--- src/rtl/acc_alu_pkg.sv ---
package acc_alu_pkg;

  typedef enum logic [4:0] {
    OP_PASS, OP_AND, OP_OR, OP_XOR,
    OP_ADD, OP_ADDC, OP_SUB, OP_SUBB,
    OP_CPL, OP_NEG,
    OP_SLA1, OP_SLA2, OP_SLA4,
    OP_RL, OP_RLC,
    OP_SRA1, OP_SRA2, OP_SRA4,
    OP_SR, OP_RR, OP_RRC,
    OP_XCH, OP_XCHN
  } alu_op_e;

  typedef struct packed {
    logic ovf;
    logic zero;
    logic sign;
    logic carry;
  } alu_flags_t;

  localparam int unsigned INSTR_W = 16;
  localparam logic [3:0] GROUP_CODE  = 4'b1010;
  localparam logic [3:0] UNARY_HI    = 4'b1000;
  localparam logic [3:0] UNARY_LO    = 4'b1010;

  function automatic logic uses_adder(alu_op_e op);
    return op inside {OP_ADD, OP_ADDC, OP_SUB, OP_SUBB};
  endfunction

endpackage

--- src/rtl/acc_alu_decode.sv ---
module acc_alu_decode
  import acc_alu_pkg::*;
(
  input  logic [INSTR_W-1:0] instr,
  output alu_op_e            op
);

  logic [2:0] src_code;
  logic [3:0] sel_nib;
  logic       grp_hit;
  logic       unary_hit;

  assign src_code  = instr[14:12];
  assign sel_nib   = instr[7:4];
  assign grp_hit   = (instr[11:8] == GROUP_CODE);
  assign unary_hit = grp_hit && (instr[15:12] == UNARY_HI) && (instr[3:0] == UNARY_LO);

  always_comb begin
    op = OP_PASS;
    if (grp_hit && (src_code != 3'b000)) begin
      unique case (src_code)
        3'b001:  op = OP_AND;
        3'b010:  op = OP_OR;
        3'b011:  op = OP_XOR;
        3'b100:  op = OP_ADD;
        3'b110:  op = OP_ADDC;
        3'b101:  op = OP_SUB;
        3'b111:  op = OP_SUBB;
        default: op = OP_PASS;
      endcase
    end else if (unary_hit) begin
      case (sel_nib)
        4'b0001: op = OP_CPL;
        4'b1001: op = OP_NEG;
        4'b0010: op = OP_SLA1;
        4'b0011: op = OP_SLA2;
        4'b0110: op = OP_SLA4;
        4'b0100: op = OP_RL;
        4'b0101: op = OP_RLC;
        4'b1111: op = OP_SRA1;
        4'b1110: op = OP_SRA2;
        4'b1011: op = OP_SRA4;
        4'b1010: op = OP_SR;
        4'b1100: op = OP_RR;
        4'b1101: op = OP_RRC;
        4'b1000: op = OP_XCH;
        4'b0111: op = OP_XCHN;
        default: op = OP_PASS;
      endcase
    end
  end

endmodule

--- src/rtl/acc_alu_bitops.sv ---
module acc_alu_bitops
  import acc_alu_pkg::*;
#(
  parameter int unsigned DATA_W = 16
) (
  input  alu_op_e           op,
  input  logic [DATA_W-1:0] acc,
  input  logic [DATA_W-1:0] src,
  input  alu_flags_t        flags_in,
  output logic [DATA_W-1:0] res,
  output alu_flags_t        flags_out
);

  localparam int unsigned HALF  = DATA_W / 2;
  localparam int unsigned BYTES = DATA_W / 8;
  localparam int unsigned MSB   = DATA_W - 1;

  logic [DATA_W-1:0] byte_sw;
  logic [DATA_W-1:0] nib_sw;
  logic              upd_s;
  logic              upd_z;

  assign byte_sw = {acc[HALF-1:0], acc[MSB:HALF]};

  for (genvar b = 0; b < BYTES; b++) begin : g_nib
    assign nib_sw[8*b +: 8] = {acc[8*b +: 4], acc[8*b+4 +: 4]};
  end

  always_comb begin
    res       = acc;
    flags_out = flags_in;
    upd_s     = 1'b0;
    upd_z     = 1'b0;
    case (op)
      OP_AND:  begin res = acc & src; upd_s = 1'b1; upd_z = 1'b1; end
      OP_OR:   begin res = acc | src; upd_s = 1'b1; upd_z = 1'b1; end
      OP_XOR:  begin res = acc ^ src; upd_s = 1'b1; upd_z = 1'b1; end
      OP_CPL:  begin res = ~acc;      upd_s = 1'b1; upd_z = 1'b1; end
      OP_NEG:  begin res = ~acc + {{(DATA_W-1){1'b0}}, 1'b1}; upd_s = 1'b1; upd_z = 1'b1; end
      OP_SLA1: begin
        res = acc << 1; flags_out.carry = acc[DATA_W-1]; upd_s = 1'b1; upd_z = 1'b1;
      end
      OP_SLA2: begin
        res = acc << 2; flags_out.carry = acc[DATA_W-2]; upd_s = 1'b1; upd_z = 1'b1;
      end
      OP_SLA4: begin
        res = acc << 4; flags_out.carry = acc[DATA_W-4]; upd_s = 1'b1; upd_z = 1'b1;
      end
      OP_RL:   begin res = {acc[MSB-1:0], acc[MSB]}; upd_s = 1'b1; end
      OP_RLC:  begin
        res = {acc[MSB-1:0], flags_in.carry}; flags_out.carry = acc[MSB];
        upd_s = 1'b1; upd_z = 1'b1;
      end
      OP_SRA1: begin res = {{1{acc[MSB]}}, acc[MSB:1]}; flags_out.carry = acc[0]; upd_z = 1'b1; end
      OP_SRA2: begin res = {{2{acc[MSB]}}, acc[MSB:2]}; flags_out.carry = acc[1]; upd_z = 1'b1; end
      OP_SRA4: begin res = {{4{acc[MSB]}}, acc[MSB:4]}; flags_out.carry = acc[3]; upd_z = 1'b1; end
      OP_SR:   begin
        res = {1'b0, acc[MSB:1]}; flags_out.carry = acc[0]; upd_s = 1'b1; upd_z = 1'b1;
      end
      OP_RR:   begin res = {acc[0], acc[MSB:1]}; upd_s = 1'b1; end
      OP_RRC:  begin
        res = {flags_in.carry, acc[MSB:1]}; flags_out.carry = acc[0];
        upd_s = 1'b1; upd_z = 1'b1;
      end
      OP_XCH:  begin res = byte_sw; upd_s = 1'b1; end
      OP_XCHN: begin res = nib_sw;  upd_s = 1'b1; end
      default: ;
    endcase
    if (upd_s) flags_out.sign = res[MSB];
    if (upd_z) flags_out.zero = (res == '0);
  end

endmodule

--- src/rtl/acc_alu_addsub.sv ---
module acc_alu_addsub
  import acc_alu_pkg::*;
#(
  parameter int unsigned DATA_W = 16
) (
  input  alu_op_e           op,
  input  logic [DATA_W-1:0] acc,
  input  logic [DATA_W-1:0] src,
  input  alu_flags_t        flags_in,
  output logic [DATA_W-1:0] res,
  output alu_flags_t        flags_out
);

  localparam int unsigned EXT_W = DATA_W + 1;
  localparam int unsigned MSB   = DATA_W - 1;

  logic             cin;
  logic             is_sub;
  logic [EXT_W-1:0] sum_x;
  logic [EXT_W-1:0] dif_x;
  logic             same_sign;

  assign cin       = ((op == OP_ADDC) || (op == OP_SUBB)) ? flags_in.carry : 1'b0;
  assign is_sub    = (op == OP_SUB) || (op == OP_SUBB);
  assign sum_x     = {1'b0, acc} + {1'b0, src} + EXT_W'(cin);
  assign dif_x     = {1'b0, acc} - {1'b0, src} - EXT_W'(cin);
  assign same_sign = (acc[MSB] == src[MSB]);

  always_comb begin
    flags_out = flags_in;
    if (is_sub) begin
      res             = dif_x[DATA_W-1:0];
      flags_out.carry = dif_x[DATA_W];
      flags_out.ovf   = !same_sign && (res[MSB] != acc[MSB]);
    end else begin
      res             = sum_x[DATA_W-1:0];
      flags_out.carry = sum_x[DATA_W];
      flags_out.ovf   = same_sign && (res[MSB] != acc[MSB]);
    end
    flags_out.sign = res[MSB];
    flags_out.zero = (res == '0);
  end

endmodule

--- src/rtl/acc_alu.sv ---
module acc_alu
  import acc_alu_pkg::*;
#(
  parameter int unsigned DATA_W = 16
) (
  input  logic              clk,
  input  logic              rst_n,
  input  logic              in_valid,
  output logic              in_ready,
  input  logic [15:0]       in_instr,
  input  logic [DATA_W-1:0] in_src,
  input  logic [DATA_W-1:0] in_acc,
  input  logic              in_carry,
  input  logic              in_sign,
  input  logic              in_zero,
  input  logic              in_ovf,
  output logic              out_valid,
  input  logic              out_ready,
  output logic [DATA_W-1:0] out_acc,
  output logic              out_carry,
  output logic              out_sign,
  output logic              out_zero,
  output logic              out_ovf
);

  alu_op_e           op;
  alu_flags_t        flg_in;
  alu_flags_t        flg_bit;
  alu_flags_t        flg_arith;
  alu_flags_t        flg_next;
  alu_flags_t        flg_q;
  logic [DATA_W-1:0] res_bit;
  logic [DATA_W-1:0] res_arith;
  logic [DATA_W-1:0] res_next;
  logic [DATA_W-1:0] acc_q;
  logic              vld_q;
  logic              take;

  assign flg_in = '{ovf: in_ovf, zero: in_zero, sign: in_sign, carry: in_carry};

  acc_alu_decode u_dec (
    .instr (in_instr),
    .op    (op)
  );

  acc_alu_bitops #(.DATA_W(DATA_W)) u_bit (
    .op        (op),
    .acc       (in_acc),
    .src       (in_src),
    .flags_in  (flg_in),
    .res       (res_bit),
    .flags_out (flg_bit)
  );

  acc_alu_addsub #(.DATA_W(DATA_W)) u_arith (
    .op        (op),
    .acc       (in_acc),
    .src       (in_src),
    .flags_in  (flg_in),
    .res       (res_arith),
    .flags_out (flg_arith)
  );

  assign res_next = uses_adder(op) ? res_arith : res_bit;
  assign flg_next = uses_adder(op) ? flg_arith : flg_bit;

  assign in_ready = !vld_q || out_ready;
  assign take     = in_valid && in_ready;

  always_ff @(posedge clk or negedge rst_n) begin
    if (!rst_n) begin
      vld_q <= 1'b0;
      acc_q <= '0;
      flg_q <= '0;
    end else begin
      if (take) begin
        vld_q <= 1'b1;
        acc_q <= res_next;
        flg_q <= flg_next;
      end else if (out_ready) begin
        vld_q <= 1'b0;
      end
    end
  end

  assign out_valid = vld_q;
  assign out_acc   = acc_q;
  assign out_carry = flg_q.carry;
  assign out_sign  = flg_q.sign;
  assign out_zero  = flg_q.zero;
  assign out_ovf   = flg_q.ovf;

  AST_HOLD_STABLE: assert property (@(posedge clk) disable iff (!rst_n)
    out_valid && !out_ready |=> out_valid && $stable(out_acc) && $stable(flg_q));

  AST_STALL_BLOCKS: assert property (@(posedge clk) disable iff (!rst_n)
    out_valid && !out_ready |-> !in_ready);

  AST_ACCEPT_SHOWS: assert property (@(posedge clk) disable iff (!rst_n)
    in_valid && in_ready |=> out_valid);

  AST_PASS_KEEPS: assert property (@(posedge clk) disable iff (!rst_n)
    take && (op == OP_PASS) |=> (out_acc == $past(in_acc)) && (flg_q == $past(flg_in)));

  AST_SRA_KEEPS_SIGN: assert property (@(posedge clk) disable iff (!rst_n)
    take && (op inside {OP_SRA1, OP_SRA2, OP_SRA4}) |=>
      (out_sign == $past(in_sign)) && (out_ovf == $past(in_ovf)));

  AST_ROT_KEEPS_CZ: assert property (@(posedge clk) disable iff (!rst_n)
    take && (op inside {OP_RL, OP_RR}) |=>
      (out_carry == $past(in_carry)) && (out_zero == $past(in_zero)));

  AST_SWAP_KEEPS_CZ: assert property (@(posedge clk) disable iff (!rst_n)
    take && (op inside {OP_XCH, OP_XCHN}) |=>
      (out_carry == $past(in_carry)) && (out_zero == $past(in_zero)) && (out_ovf == $past(in_ovf)));

endmodule

--- config.mk ---
export PLATFORM = sky130hd
export DESIGN_NAME = acc_alu
export DESIGN_NICKNAME = d
export VERILOG_FILES = /design/src/rtl/acc_alu_pkg.sv /design/src/rtl/acc_alu_decode.sv /design/src/rtl/acc_alu_bitops.sv /design/src/rtl/acc_alu_addsub.sv /design/src/rtl/acc_alu.sv
export SDC_FILE = /design/constraint.sdc
export NUM_CORES = 1
export LEC_CHECK = 0
export BUFFER_PORTS_ARGS = -buffer_cell sky130_fd_sc_hd__buf_4
export CAP_MARGIN = 20
export CORE_UTILIZATION = 56
export CTS_CLUSTER_DIAMETER = 150
export CTS_CLUSTER_SIZE = 10
export DETAILED_ROUTE_END_ITERATION = 7
export PLACE_DENSITY = 0.88
export SETUP_SLACK_MARGIN = 0.4
export SYNTH_ARGS = -nofsm -noshare
export SYNTH_HDL_FRONTEND = slang
export SYNTH_HIERARCHICAL = 1
export SYNTH_SLANG_ARGS = --single-unit
--- constraint.sdc ---
create_clock -name clk -period 1.1 [get_ports clk]
set_input_delay 0.11 -clock clk [delete_from_list [all_inputs] [get_ports clk]]
set_output_delay 0.11 -clock clk [all_outputs]
set_load 0.005 [all_outputs]
==> impl_metrics.yaml, run 1 <==
synthesis:
  yosys_top_cell_area_share: 0.162
  synth_area_sq_mm: 0.00649
  synth-simple-area-share: 0.278
  yosys.area_share.adder: 0.174
  number_of_synthesized_flops_with_an_enable_pin: 0
  synth_compound_area_frac: 0.281
  synth_sequential_area_ratio: 0.0809
  synth-xor-area-share: 0.0378
  yosysTopAreaCell: "ha_1"
  combinational_family_with_the_most_area_after_synthesis: "compound AO/OA/AOI/OAI gates"
  yosys_warnings: 6
  synth_ff_type: "dfrtp_1"
  synth_cell_types: 95
  synth-async-reset-ratio: 1.00
  yosys-mux-area-fraction: 0.0366
  synth-seq-cells: 21
  postSynthAreaPerCell_sq_um: 7.14
  syn_nets: 1054
  post_synthesis_cell_count: 910
  ys_top_cells_by_area: "ha_1 (16%), dfrtp_1 (8.1%), inv_1 (5.4%)"
floorplan:
  row_count: 38
  initial_utilization: 0.586
  die_height_um: 110
  boundaryPins: 78
  die_width_um: 110
placed_design:
  detailedPlacementHpwl_um: 23300
  io_buffer_count: 77
  dpl-instance-area_sq_mm: 0.00903
  gp_routability_congestion: 1.15
grt:
  global_route.usage.total: 0.860
  pin_count_of_the_biggest_net_entering_global_routing: 44
  gr_overflow_total: 252
  via_count_of_the_first_global_routing_pass: 12573
  grt_pass1_wl_um: 77500
clock_tree:
  clk_path_buf_depth: 2
  tritoncts.num_buffers: 3
  cts_num_sinks: 21
  cts_htree_levels: 1
  clock_tree.root_cell: "clkbuf_16"
run_status:
  stop_error: "[ERROR GRT-0116] Global routing finished with congestion. Check the congestion regions in the DRC Viewer."
  halt_point_of_the_flow: "5_1_grt"
  run_status: "aborted with a tool error"
[logic make-up after synthesis]
kind of cell               after synthesis
and+or+nand+nor                        324
AOI/OAI and AO/OA                      269
buffers and inverters                  161
adders and majority gates               88
xor gates and xnor gates                28
DFF                                     21
muxes                                   19
[what timing repair did]
item / CTS
hold endpoints to repair: 21
pin swaps: 56
setup buffers: 50
cloned: 5
hold buffers: 1
endpoints found under the setup margin: 43
resized for setup: 166
[through the flow]
| stage | hold WS, ns | setup WS [ns] | instances | utilization |
|---|---|---|---|---|
| after CTS | 0.161 | -3.38 | 1382 | 0.936 |
| after detailed placement | 0.00127 | -3.88 | 1322 | 0.815 |
| after global placement | -0.00414 | -3.49 | 1322 | 0.815 |
| after floorplan | -0.186 | -3.22 | 910 | - |
[metal layers]
| metal | global-route usage | overflow |
|---|---|---|
| met1 | 0.823 | 11 |
| met2 | 1.02 | 143 |
| met3 | 0.724 | 16 |
| met4 | 0.927 | 82 |
| met5 | 0.433 | 0 |
[synthesized netlist by cell type (10+ instances only)]
master    number
a211oi_1      10
nand4_1       13
ha_1          84
nand2b_1      10
mux2i_1       11
nor2b_1       10
nor3_1        23
a31oi_1       31
nand2_1       85
dfrtp_1       21
nor2_1        51
xnor2_1       19
inv_1         93
o21ai_0       39
nand3_1       34
and2_1        10
buf_2         20
and3_1        14
nand3b_1      13
a22oi_1       12
a21oi_1       67
clkbuf_1      25
==> run 2: changes to the inputs <==
--- a/config.mk
+++ b/config.mk
@@ -7,12 +7,9 @@
 export LEC_CHECK = 0
 export BUFFER_PORTS_ARGS = -buffer_cell sky130_fd_sc_hd__buf_4
 export CAP_MARGIN = 20
-export CORE_UTILIZATION = 56
-export CTS_CLUSTER_DIAMETER = 150
-export CTS_CLUSTER_SIZE = 10
+export CORE_UTILIZATION = 40
 export DETAILED_ROUTE_END_ITERATION = 7
-export PLACE_DENSITY = 0.88
-export SETUP_SLACK_MARGIN = 0.4
+export PLACE_DENSITY_LB_ADDON = 0.15
 export SYNTH_ARGS = -nofsm -noshare
 export SYNTH_HDL_FRONTEND = slang
 export SYNTH_HIERARCHICAL = 1
==> constraint.sdc (replaced) <==
create_clock -name clk -period 1.4 [get_ports clk]
set_input_delay 0.14 -clock clk [delete_from_list [all_inputs] [get_ports clk]]
set_output_delay 0.14 -clock clk [all_outputs]
set_load 0.005 [all_outputs]
==> run 2 against run 1 <==
Effect of this change:
- the flow now finishes, with violations (setup timing)
- synthesized cell count stayed put
- area after synthesis did not move
==> impl_metrics.yaml, run 2 <==
floorplan:
  fp.coreArea_sq_mm: 0.0159
  area_of_the_die_sq_mm: 0.0167
  die_width_um: 129
  initial_utilization: 0.409
  die_height_um: 129
  boundaryPins: 78
  row_count: 46
synthesis:
  yosys_warnings: 6
  syn_nets: 1054
  synth_ff_type: "dfrtp_1"
  synth.most_common_cell: "inv_1"
  number_of_synthesized_flops_with_an_enable_pin: 0
  synth-async-reset-ratio: 1.00
  yosysTopAreaCell: "ha_1"
  most_instantiated_cells_after_synthesis: "inv_1 (93), nand2_1 (85), ha_1 (84), a21oi_1 (67), nor2_1 (51)"
  synth_area_sq_mm: 0.00649
  ys_top_cells_by_area: "ha_1 (16%), dfrtp_1 (8.1%), inv_1 (5.4%)"
  synth-seq-cells: 21
  postSynthAreaPerCell_sq_um: 7.14
  post_synthesis_cell_count: 910
  synth_sequential_area_ratio: 0.0809
  yosys_top_cell_area_share: 0.162
  synth_cell_types: 95
grt:
  antenna_found_initial: 2
  global_route.usage.total: 0.348
  pin_count_of_the_biggest_net_entering_global_routing: 44
  grt_pass1_wl_um: 44700
  gr_overflow_total: 0
  via_count_of_the_first_global_routing_pass: 8024
layout:
  flip_flop_count_of_the_largest_register_all_copies_and_words_added: 16
  design.final.nets: 1367
  fillCellCount: 1498
  mostFrequentLayoutCell: "buf_4"
  flow.area_growth_from_synthesis_pct: 53.4
  layout.cells.most_common_list: "buf_4 (350), inv_1 (88), ha_1 (77), nand2_1 (74), a21oi_1 (56)"
  final_layout_size_suffix_gt1_frac: 0.398
timing:
  finalCriticalPeriod_ns: 4.39
  hold_viol: 0
  layout_worst_path_cycle_share: 3.14
  final-setup-viol-count: 20
  setup_tns_ns: -43.12
  fmax_mhz: 228
  setup_repair_after_global_routing_missed_its_margin: "yes"
  timing_worst_slew_pin_value_ns: 0.542
  report.final.slew_viol_count: 0
  post_route_setup_slack_ns: -2.99
  slew-limit-headroom: 0.634
  skew_ns: 0.00252
placed_design:
  gp_routability_congestion: 0.981
  pre_cts_slack_ns: -3.32
  detailedPlacementHpwl_um: 22500
  io_buffer_count: 77
power_and_ir_drop:
  power.density_mw_per_mm2: 448
  peakVddDrop_uv: 544
  power_frac_clock: 0.133
  seq_power_share: 0.168
  power.share.switching: 0.407
  power.static_leakage_nw: 4.66
  share_comb_of_total_power: 0.699
  total_switching_power_mw: 1.82
  internal-power_mw: 2.65
routing:
  route.vias.total: 8565
  post-route-drc-count: 0
  drt-initial-drc-count: 676
  detail_route.vias_per_cell: 5.95
  detail_route.wl_per_cell_um: 20.5
  drtAntennaViolNets: 0
  drt-total-wl_um: 29500
  detailedRoute.firstPassIterationCount: 6
setup_path:
  reg2reg_from: "out_valid"
  critPathRequiredTime_ns: 1.57
  reg2reg_setup_slack_ns: 0.26
  critPathArrivalTime_ns: 4.57
  rr_worst_depth: 4
  cp_max_fo: 4
  setup.worst_path.end_class: "flop"
  timing.rr.end: "out_acc[7]"
  crit_path_launch: "in_instr[5]"
  critical_path.startpoint_type: "input port"
  criticalPathCategory: "input port to flop"
clock_tree:
  cts_htree_levels: 1
  cts_num_sinks: 21
  clk_path_buf_depth: 2
  tritoncts.num_buffers: 3
  clkSlewWorstSetupHoldPaths_ns: 0.06
  clock_tree.root_cell: "clkbuf_16"
  worstSkewPairLatency_ns: 0.25
  cts_tree: "yes"
run_status:
  run_status: "finished, violations left"
  violated_checks: "setup timing"
hold_path:
  worst_hold_stages: 3
  min_path_type: "input port to flop"
  worstHoldStart: "in_ovf"
  hold_path_endpoint: "out_ovf"
run:
  cap_violations: 0
## run 2: cell counts after synthesis
No cell type changed its count.
## run 2: layout make-up
type,instances,area [sq um],share of cell area
Antenna cell,1,2.50,0.000251
Clock inverter,1,5.00,0.000502
Multi-Input combinational cell,728,5710,0.573
Clock buffer,3,75.1,0.00753
Sequential cell,21,526,0.0527
Inverter,96,385,0.0387
Tap cell,216,270,0.0271
Timing Repair Buffer,373,2990,0.300
## run 2: critical path, cell delays in order
cell and delay (ns):
buf_12 0.12, inv_12 0.05, ha_4 0.13, inv_2 0.03, mux4_2 0.44, nor2b_4 0.15
nor3b_4 0.21, nand3_2 0.11, fa_2 0.57, inv_2 0.05, ha_4 0.20, xor2_1 0.15
nor2_1 0.08, a21oi_1 0.05, or3_1 0.31, or3_1 0.40, or4_4 0.43, or4b_4 0.54
nor4_4 0.14, nand2_1 0.07, a31oi_1 0.17
## run 2: worst max path at each step
stage,end
floorplan,out_zero
finish,out_zero
detailed placement,out_zero
CTS,out_zero
global placement,out_zero
global route,out_zero
## run 2: repair_timing
action / CTS / global route
gates resized for setup: 42 / 58
hold buffers: 1 / 0
hold endpoints to repair: 21 / 0
setup buffers: 8 / 17
pin swaps: 28 / 43
endpoints found under the setup margin: 20 / 20
gates cloned: 2 / 1
## run 2: kinds of logic (layout without fill, tap and decap cells)
logic type | count (synthesis) | count (layout) | synth area share
AO/OA/AOI/OAI | 269 | 269 | 0.281
XOR/XNOR | 28 | 28 | 0.0378
adder cells (fa/ha/maj) | 88 | 88 | 0.174
buffers and inverters | 161 | 473 | 0.112
flip-flops | 21 | 21 | 0.0809
multiplexers | 19 | 19 | 0.0366
other | 0 | 1 | 0
AND/OR/NAND/NOR | 324 | 324 | 0.278
## run 2: power groups by stage
stage | logic (mW) | registers, mW | clock network, mW
2_1_floorplan | 1.38 | 0.762 | 0
3_3_place_gp | 2.81 | 0.755 | 0
3_5_place_dp | 2.83 | 0.759 | 0
4_1_cts | 2.98 | 0.749 | 0.602
5_1_grt | 3.38 | 0.761 | 0.627
6_report | 3.12 | 0.749 | 0.595
## run 2: stage by stage
| step | instance area, sq um | hold slack [ns] | total power [mW] | util | std cells |
|---|---|---|---|---|---|
| after floorplan | 6640 | -0.156 | 2.14 | - | 910 |
| after global placement | 9210 | 0.0344 | 3.56 | 0.579 | 1410 |
| after detailed placement | 9210 | 0.0331 | 3.59 | 0.579 | 1410 |
| after CTS | 9600 | 0.149 | 4.33 | 0.605 | 1425 |
| after global routing | 9960 | 0.167 | 4.77 | 0.627 | 1438 |
| final | 9960 | 0.151 | 4.47 | 0.627 | 1439 |
## run 2: layer usage
layer | vias up | GRT usage | share of wire | wire length, um
li1 | 3973 | - | - | -
met1 | 3983 | 0.459 | 0.40 | 11800
met2 | 513 | 0.570 | 0.45 | 13300
met3 | 94 | 0.0508 | 0.10 | 3090
met4 | 2 | 0.138 | 0.043 | 1250
met5 | - | 0 | 0.00044 | 13
Note: power is estimated with default switching activity, not from simulation.
